`src/rtl/hf_pkg.sv`:
```
package hf_pkg;
    typedef enum logic [1:0] {
        ST_IDLE = 2'd0,
        ST_SCAN = 2'd1,
        ST_WRAP = 2'd2
    } hf_state_e;
endpackage

```
`src/rtl/hf_raster.sv`:
```
module hf_raster #(
    parameter int W = 8,
    parameter int H = 8
) (
    input  logic                         clk,
    input  logic                         rst_n,
    input  logic                         clr,
    input  logic                         step,
    output logic [$clog2(W)-1:0]         x,
    output logic [$clog2(H)-1:0]         y,
    output logic [$clog2(W*H)-1:0]       idx,
    output logic                         last
);
    localparam int XW = $clog2(W);
    localparam int YW = $clog2(H);
    localparam int NW = $clog2(W*H);

    assign last = (x == XW'(W-1)) && (y == YW'(H-1));
    assign idx  = NW'(y) * NW'(W) + NW'(x);

    always_ff @(posedge clk or negedge rst_n) begin
        if (!rst_n) begin
            x <= '0;
            y <= '0;
        end else if (clr) begin
            x <= '0;
            y <= '0;
        end else if (step) begin
            if (x == XW'(W-1)) begin
                x <= '0;
                y <= last ? '0 : y + 1'b1;
            end else begin
                x <= x + 1'b1;
            end
        end
    end
endmodule

```
`src/rtl/hf_decide.sv`:
```
module hf_decide #(
    parameter int W = 8,
    parameter int H = 8
) (
    input  logic [W*H-1:0]               aux_v,
    input  logic                         bin_bit,
    input  logic [$clog2(W)-1:0]         x,
    input  logic [$clog2(H)-1:0]         y,
    input  logic [$clog2(W*H)-1:0]       idx,
    output logic                         new_bit,
    output logic                         clr
);
    localparam int XW = $clog2(W);
    localparam int YW = $clog2(H);
    localparam int NW = $clog2(W*H);

    logic n_up, n_dn, n_lf, n_rt, cand;

    always_comb begin
        n_up = (y != '0)          ? aux_v[idx - NW'(W)] : 1'b0;
        n_dn = (y != YW'(H-1))    ? aux_v[idx + NW'(W)] : 1'b0;
        n_lf = (x != '0)          ? aux_v[idx - NW'(1)] : 1'b0;
        n_rt = (x != XW'(W-1))    ? aux_v[idx + NW'(1)] : 1'b0;
        cand = aux_v[idx] && !bin_bit;
        clr  = cand && !(n_up && n_dn && n_lf && n_rt);
        new_bit = aux_v[idx] && !clr;
    end
endmodule

```
`src/rtl/hole_fill.sv`:
```
module hole_fill #(
    parameter int IMG_W = 8,
    parameter int IMG_H = 8
) (
    input  logic                               clk,
    input  logic                               rst_n,
    input  logic                               frame_sync,
    input  logic                               ld_en,
    input  logic [$clog2(IMG_W*IMG_H)-1:0]     ld_addr,
    input  logic [7:0]                         ld_pix,
    output logic                               pix_valid,
    output logic [$clog2(IMG_W*IMG_H)-1:0]     pix_idx,
    output logic [7:0]                         pix_out,
    output logic                               done
);
    import hf_pkg::*;

    localparam int N  = IMG_W * IMG_H;
    localparam int XW = $clog2(IMG_W);
    localparam int YW = $clog2(IMG_H);
    localparam int NW = $clog2(N);

    hf_state_e state_q, state_d;
    logic [N-1:0]  bin_q, aux_q, border_m;
    logic          fs_q, fs_rise, chg_q, ld_ok;
    logic [XW-1:0] rx;
    logic [YW-1:0] ry;
    logic [NW-1:0] ridx;
    logic          rlast, new_bit, clr_bit, scan_step;

    for (genvar gy = 0; gy < IMG_H; gy++) begin : g_row
        for (genvar gx = 0; gx < IMG_W; gx++) begin : g_col
            assign border_m[gy*IMG_W+gx] = (gx == 0) || (gx == IMG_W-1) ||
                                           (gy == 0) || (gy == IMG_H-1);
        end
    end

    assign fs_rise   = frame_sync && !fs_q;
    assign ld_ok     = ld_en && (state_q == ST_IDLE);
    assign scan_step = (state_q == ST_SCAN) && !fs_rise;

    hf_raster #(.W(IMG_W), .H(IMG_H)) u_raster (
        .clk  (clk),
        .rst_n(rst_n),
        .clr  (fs_rise),
        .step (scan_step),
        .x    (rx),
        .y    (ry),
        .idx  (ridx),
        .last (rlast)
    );

    hf_decide #(.W(IMG_W), .H(IMG_H)) u_decide (
        .aux_v  (aux_q),
        .bin_bit(bin_q[ridx]),
        .x      (rx),
        .y      (ry),
        .idx    (ridx),
        .new_bit(new_bit),
        .clr    (clr_bit)
    );

    // state register
    always_ff @(posedge clk or negedge rst_n) begin
        if (!rst_n) state_q <= ST_IDLE;
        else        state_q <= state_d;
    end

    // next state
    always_comb begin
        state_d = state_q;
        unique case (state_q)
            ST_IDLE: if (fs_rise) state_d = ST_SCAN;
            ST_SCAN: if (fs_rise)     state_d = ST_SCAN;
                     else if (rlast) state_d = ST_WRAP;
            ST_WRAP: state_d = fs_rise ? ST_SCAN : ST_IDLE;
            default: state_d = ST_IDLE;
        endcase
    end

    // outputs and image stores
    always_ff @(posedge clk or negedge rst_n) begin
        if (!rst_n) begin
            fs_q      <= 1'b0;
            bin_q     <= '0;
            aux_q     <= ~border_m;
            chg_q     <= 1'b0;
            done      <= 1'b0;
            pix_valid <= 1'b0;
            pix_idx   <= '0;
            pix_out   <= 8'd0;
        end else begin
            fs_q      <= frame_sync;
            pix_valid <= 1'b0;
            if (ld_ok) begin
                bin_q[ld_addr] <= |ld_pix;
                aux_q          <= ~border_m;
                done           <= 1'b0;
            end
            if (state_q == ST_WRAP && !chg_q) done <= 1'b1;
            if (fs_rise) begin
                chg_q <= 1'b0;
            end else if (state_q == ST_SCAN) begin
                aux_q[ridx] <= new_bit;
                pix_valid   <= 1'b1;
                pix_idx     <= ridx;
                pix_out     <= new_bit ? 8'd255 : 8'd0;
                if (clr_bit) chg_q <= 1'b1;
            end
        end
    end

    AST_BORDER_ZERO: assert property (@(posedge clk) disable iff (!rst_n)
        pix_valid && border_m[pix_idx] |-> pix_out == 8'd0);

    AST_FG_KEPT: assert property (@(posedge clk) disable iff (!rst_n)
        pix_valid && !border_m[pix_idx] && bin_q[pix_idx] |-> pix_out == 8'd255);

    AST_IDX_STEP: assert property (@(posedge clk) disable iff (!rst_n)
        pix_valid && pix_idx != '0 |-> $past(pix_valid) && pix_idx == $past(pix_idx) + 1'b1);

    AST_DONE_HOLD: assert property (@(posedge clk) disable iff (!rst_n)
        done && !ld_ok |=> done);

    AST_LOAD_BLOCKED: assert property (@(posedge clk) disable iff (!rst_n)
        state_q != ST_IDLE |=> $stable(bin_q));
endmodule

```
`config.mk`:
```
export PLATFORM = sky130hd
export DESIGN_NAME = hole_fill
export DESIGN_NICKNAME = d
export VERILOG_FILES = /design/src/rtl/hf_pkg.sv /design/src/rtl/hf_raster.sv /design/src/rtl/hf_decide.sv /design/src/rtl/hole_fill.sv
export SDC_FILE = /design/constraint.sdc
export NUM_CORES = 1
export LEC_CHECK = 0
export ABC_AREA = 1
export BUFFER_PORTS_ARGS = -buffer_cell sky130_fd_sc_hd__buf_2
export CORE_MARGIN = 4
export CORE_UTILIZATION = 30
export DETAILED_ROUTE_END_ITERATION = 6
export RECOVER_POWER = 25
export SLEW_MARGIN = 25
export SYNTH_ARGS = -nofsm -noshare
export SYNTH_HDL_FRONTEND = slang
export SYNTH_SLANG_ARGS = --single-unit
```
`constraint.sdc`:
```
create_clock -name clk -period 2.9 [get_ports clk]
set_input_delay 0.29 -clock clk [delete_from_list [all_inputs] [get_ports clk]]
set_output_delay 0.29 -clock clk [all_outputs]
set_load 0.1 [all_outputs]
```
# [Word-level counts from Yosys, hierarchy flattened]
# Index checks and enable logic that the tools add are counted.
# W data, S select, Z words.
[totals] wordCells=112 register_bits=154 output_inout_bits=16
[classes] n_reduce_logical=32 n_mux=45 add_sub_neg=7 n_eq_ne=8 order_cmp=8 bitwise=1
[op_table] operator="$mux W64" n=3
[op_table] operator="$bwmux W64" n=2
[op_table] operator="$lt A6 B7 Y1 const B" n=6
[op_table] operator="$bmux W1 S6" n=6
[op_table] operator="$mux W3" n=7
[op_table] operator="$mux W1" n=20
[op_table] operator="$logic_and A1 B1 Y1" n=13
[op_table] operator="$demux W1 S6" n=2
[op_table] operator="$ge A6 B1 Y1 const B" n=2
[op_table] operator="$reduce_bool A2 Y1" n=5
[op_table] operator="$mux W8" n=1
[op_table] operator="$reduce_and A2 Y1" n=4
[op_table] operator="$reduce_or A8 Y1" n=1
[op_table] operator="$add A3 B1 Y3 const B" n=2
[op_table] operator="$add A6 B1 Y6 const B" n=1
[op_table] operator="$add A6 B3 Y6" n=1
[op_table] operator="$add A6 B4 Y6 const B" n=1
[op_table] operator="$eq A3 B3 Y1 const B" n=2
[op_table] operator="$logic_not A1 Y1" n=6
[op_table] operator="$mux W2" n=3
[op_table] operator="$ne A3 B3 Y1 const B" n=2
[op_table] operator="$pmux W2 S3" n=1
[op_table] operator="$reduce_bool A3 Y1" n=2
[op_table] operator="$sub A6 B1 Y6 const B" n=1
[op_table] operator="7 further kinds" n=7

# [Depth between registers and ports, before layout]
[logic_depth] depth_word=15 mapped_depth=23

# [By module]
# A second synthesis with hierarchy kept.
[hier_totals] hier_cells=1382 area_unflattened_um2=9456.6
[modules_own_cells] module="hole_fill" cells_each=873 area_per_inst_um2=6801.5 instances=1
[modules_own_cells] module="hf_decide" cells_each=467 area_per_inst_um2=2285.9 instances=1
[modules_own_cells] module="hf_raster" cells_each=42 area_per_inst_um2=369.1 instances=1

# [Least setup slack after synthesis]
# Ideal clock, no wire load.
[synth_timing] path_kind="flip-flop to flip-flop" start="register u_raster.x[0]" end="register aux_q[59]" slack_ps=-23 path_buffers=7 path_stages_with_launch=24 required_ps=2781 setup_ps=119 arrival_time_ps=2805 synth_period_minus_slack_ps=2923 path_cell_list="dfrtp_1 buf_4 inv_2 buf_2 buf_2 ha_1 buf_2 inv_1 clkbuf_1 nand3_1 nand2_1 nand2_1 nand3_1 nand3_1 nand2_1 nand2_1 nand3_1 nor2_1 nand2_1 nand2_1 nand2_1 buf_6 buf_8 o21ai_2"
[synth_between] elab_chain_len=15
[synth_rtl] element="start: declaration" line_no="hf_raster.sv:9" source="output logic [$clog2(W)-1:0] x,"
[synth_rtl] element="start signal: assignment" line_no="hf_raster.sv:33" source="x <= x + 1'b1;"
[synth_rtl] element="$add A6 B3 Y6" line_no="hf_raster.sv:19" source="assign idx = NW'(y) * NW'(W) + NW'(x);"
[synth_rtl] element="$sub A6 B4 Y6 / $add A6 B4 Y6 (equally long branches)" line_no="hf_decide.sv:20, hf_decide.sv:21"
[synth_rtl] element="$bmux W1 S6, on equally long branches" line_no="hf_decide.sv:20, hf_decide.sv:21"
[synth_rtl] element="$mux W1, on equally long branches (2 in a row)" line_no="hf_decide.sv:20, hf_decide.sv:21"
[synth_rtl] element="$logic_and A1 B1 Y1 (3 in a row)" line_no="hf_decide.sv:25" source="clr = cand && !(n_up && n_dn && n_lf && n_rt);"
[synth_rtl] element="$logic_not A1 Y1" line_no="hf_decide.sv:25"
[synth_rtl] element="$logic_and A1 B1 Y1" line_no="hf_decide.sv:25"
[synth_rtl] element="$logic_not A1 Y1" line_no="hf_decide.sv:26" source="new_bit = aux_v[idx] && !clr;"
[synth_rtl] element="$logic_and A1 B1 Y1" line_no="hf_decide.sv:26"
[synth_rtl] element="$bwmux W64 *" line_no="hole_fill.sv:104" source="aux_q[ridx] <= new_bit;"
[synth_rtl] element="$mux W64 *" line_no="hole_fill.sv:103" source="end else if (state_q == ST_SCAN) begin"
[synth_rtl] element="$mux W64 *" line_no="hole_fill.sv:101" source="if (fs_rise) begin"
[synth_rtl] element="end signal: assignment" line_no="hole_fill.sv:86" source="aux_q <= ~border_m;"
[synth_rtl] element="end signal: assignment" line_no="hole_fill.sv:97" source="aux_q <= ~border_m;"
[synth_rtl] element="end signal: indexed assignment" line_no="hole_fill.sv:104"
[synth_rtl] element="end: declaration" line_no="hole_fill.sv:24" source="logic [N-1:0] bin_q, aux_q, border_m;"
# Every way passes the cells marked *; elsewhere a longest branch is shown, timed or not. The select of a mux whose other input is x is not followed.
# A chain may end at the register's enable or synchronous reset.

# [Final worst setup path]
[layout_timing] start="register u_raster.x[0]" end="register aux_q[17]"
# The elaborated chain is that of the path after synthesis.

==> metrics.cfg <==
[outcome]
status = completed

[sta]
relSlewSlack = 0.1918
fin_setup_tns_ns = 0
hold_violations = 0
period_needed_ns = 2.659
slew_viol_final = 0
setup_viol_count_final = 0
rsz0062_at_grt = false
timing.final.crit_share = 0.9168
finalWorstSetupSlack_ns = 0.2412
fmax_mhz = 376.1
tightest_slew_ns = 1.212
fin_skew_ns = 0.01677
hold_slack_ns = 0.2904

[global_route]
grt_max_degree = 58
grt_overflow = 0
antenna_found_initial = 0
grt_pass1_wl_um = 47910
grt_pass1_vias = 8615
globalRouteTotalUtil = 0.1753

[die]
row_count = 64
chipHeight_um = 186.2
ioPinCount = 34
die_w_um = 186.2
core_region_area_mm2 = 0.03099
dieArea_mm2 = 0.03468
initial_core_util = 0.3075

[clock_network]
worstSkewPairLatency_ns = 0.45
htreeDepth = 4
cts_buffer_depth = 2
cts_root_buf = clkbuf_16
cts_tree = yes
clkTransAtPathRegs_ns = 0.07
numClockSinks = 147
cts_buffers = 17

[yosys]
syn_area_per_cell_um2 = 7.422
synth-warning-count = 0
synth_cell_types = 43
synth_nets = 1310
ys_async_sr_fraction = 1.000
yosysSeqAreaShare = 0.3907
yosysTopAreaCell = dfrtp_1
synthTopCellsByArea = dfrtp_1 (29%), nand2_1 (14%), dfstp_2 (9.9%), nand3_1 (8.5%), a21oi_4 (6.1%)
ys.flop_type = dfrtp_1
netlist_area_mm2 = 0.009530
yosysTopAreaCellShare = 0.2915
netlist_instances = 1284
synth_edf_count = 0
ys_ff_latch = 147

[critical_path]
cp-start-kind = flop
crit_arrival_ns = 3.04
crit_fanout = 53
reg2reg_from = u_raster.x[0]
crit_path_end_kind = flop
cp-startpoint = u_raster.x[0]
critPathKind = flop to flop
worstPathRequired_ns = 3.28

[worst_hold_path]
min_path_type = primary input to flop
hold_start = ld_addr[3]

[final_layout]
insertedDiodeCount = 0
areaGrowthSynthToFinish_pct = 15.44
drive_gt1_frac = 0.1780
nets = 1350

[power]
power_density_mw_per_mm2 = 1169
vdd_drop_max_mv = 0.6203
power_leakage_nw = 5.029

[place]
place_ws_ns = 0.1520
place.gp.congestion = 0.9325
hpwlAfterDp_um = 21050
io_buffer_count = 33

[route]
routed_wirelength_um = 30150
routedWlPerCell_um = 17.40
dr.first_iter.drc_count = 839
dr_total_vias = 9190
route.detailed.drc = 0
drtAntennaViolNets = 0
dr.pass1.iters = 5
avgViaCountPerCell = 5.303

[flow_run]
max_cap_viol_count = 0

[per-stage QoR]
stage / total power [mW] / instance area [um2] / utilization / cells
2_1_floorplan: 8.359 / 9534 / - / 1284
3_3_place_gp: 10.22 / 10340 / 0.3336 / 1694
3_5_place_dp: 10.27 / 10340 / 0.3336 / 1694
4_1_cts: 12.56 / 10940 / 0.3530 / 1728
5_1_grt: 13.65 / 11000 / 0.3550 / 1733
6_report: 12.86 / 11000 / 0.3550 / 1733
[placed cells by master (no fill, tap or decap), types with 2 or more instances in the layout]
cell / n
nor3_1: 60
clkinv_4: 4
inv_1: 69
xor2_1: 4
inv_6: 4
xor2_2: 2
nand3_1: 161
nand2_1: 360
buf_2: 31
dlygate4sd3_1: 2
nor4_1: 2
or2_1: 3
buf_12: 13
nor2_2: 3
dfrtp_1: 110
inv_8: 3
nand2_4: 2
a31oi_1: 45
clkbuf_16: 17
clkinv_1: 4
nand4_1: 22
buf_4: 53
ha_1: 8
nor2_1: 113
a21oi_1: 86
o21ai_0: 31
nor2_4: 2
nand3b_1: 3
inv_2: 5
dfstp_2: 36
o21ai_2: 14
a21oi_4: 36
clkinv_2: 2
a22oi_1: 6
nand3_2: 2
o21a_1: 2
[sequential cells by signal, summed over array words and instances (netlist names), 2 cells and up]
name / cells
u_raster.y: 3
u_raster.x: 3
state_q: 2
pix_idx: 6
bin_q: 64
aux_q: 64
[power by group]
part / total, mW / internal, mW / switching, mW
sequential: 3.08 / 2.66 / 0.422
combinational: 7.53 / 2.58 / 4.95
clock: 2.24 / 1.23 / 1.01
total: 12.9 / 6.47 / 6.39
[final timing paths]
kind                       slack (ns)            end  cells past startpoint
max                              0.24      aux_q[17]                     19
min                              0.29      bin_q[55]                      3
max reg2reg                      0.24      aux_q[17]                     19
min reg2reg                      0.49     pix_idx[1]                      2
max in group asynchronous        0.70  u_raster.x[0]                      3
min in group asynchronous        0.66      aux_q[48]                      2
[area by class of cell]
cell class / count / area [um2]
repair buffers: 103 / 860.8
clock inverters: 14 / 143.9
flip-flops and latches: 147 / 3725
multi-input cells: 977 / 5045
well taps: 396 / 495.5
inverters: 78 / 292.8
clock buffers: 18 / 439.2
fillers: 3217 / 19990
[critical path: stages, from the launching register on]
cell	delay [ns]
dfrtp_2	0.44
inv_2	0.09
buf_12	0.24
buf_4	0.28
nand4_1	0.11
nand2_1	0.09
nor2_1	0.07
nand3_1	0.10
nand2_1	0.11
nand2_1	0.08
nand3_1	0.08
nand2_1	0.06
nand2_1	0.05
inv_1	0.07
nand2_1	0.07
nand2_1	0.10
nand2_4	0.12
buf_12	0.18
buf_4	0.14
a21oi_4	0.10
[logic make-up (layout without fill, tap and decap cells)]
kind of cell | after synthesis | after routing | synth area share
AOI/OAI and AO/OA | 225 | 225 | 0.1757
buffers and inverters | 160 | 213 | 0.08245
DFF | 147 | 147 | 0.3907
and+or+nand+nor | 738 | 738 | 0.3352
xor gates and xnor gates | 6 | 6 | 0.005514
adders and majority gates | 8 | 8 | 0.01050
[what timing repair did]
item	in CTS	in global routing
setup buffers	0	5
hold endpoints to repair	17	0
hold buffers	2	0
gates resized for setup	0	3
setup endpoints to repair	0	16
[metal layers]
layer | global-route usage | part of all wire | up-vias
li1 | - | - | 4398
met1 | 0.2425 | 0.45 | 4374
met2 | 0.2786 | 0.45 | 363
met3 | 0.03131 | 0.069 | 55
met4 | 0.05800 | 0.030 | 0
met5 | 0 | 0 | -
[cell usage after synthesis, drive strengths merged (2+ instances only)]
| cell | number |
|---|---|
| nand4 | 22 |
| xor2 | 6 |
| nand3 | 163 |
| dfrtp | 111 |
| and2 | 2 |
| nand2 | 363 |
| a21oi | 122 |
| or2 | 4 |
| clkbuf | 36 |
| inv | 74 |
| nor3 | 60 |
| o21a | 2 |
| buf | 46 |
| nand3b | 3 |
| clkinv | 4 |
| a22oi | 6 |
| a31oi | 45 |
| nor4 | 2 |
| ha | 8 |
| o21ai | 46 |
| nor2 | 119 |
| dfstp | 36 |
(Power assumes the default switching activity.)
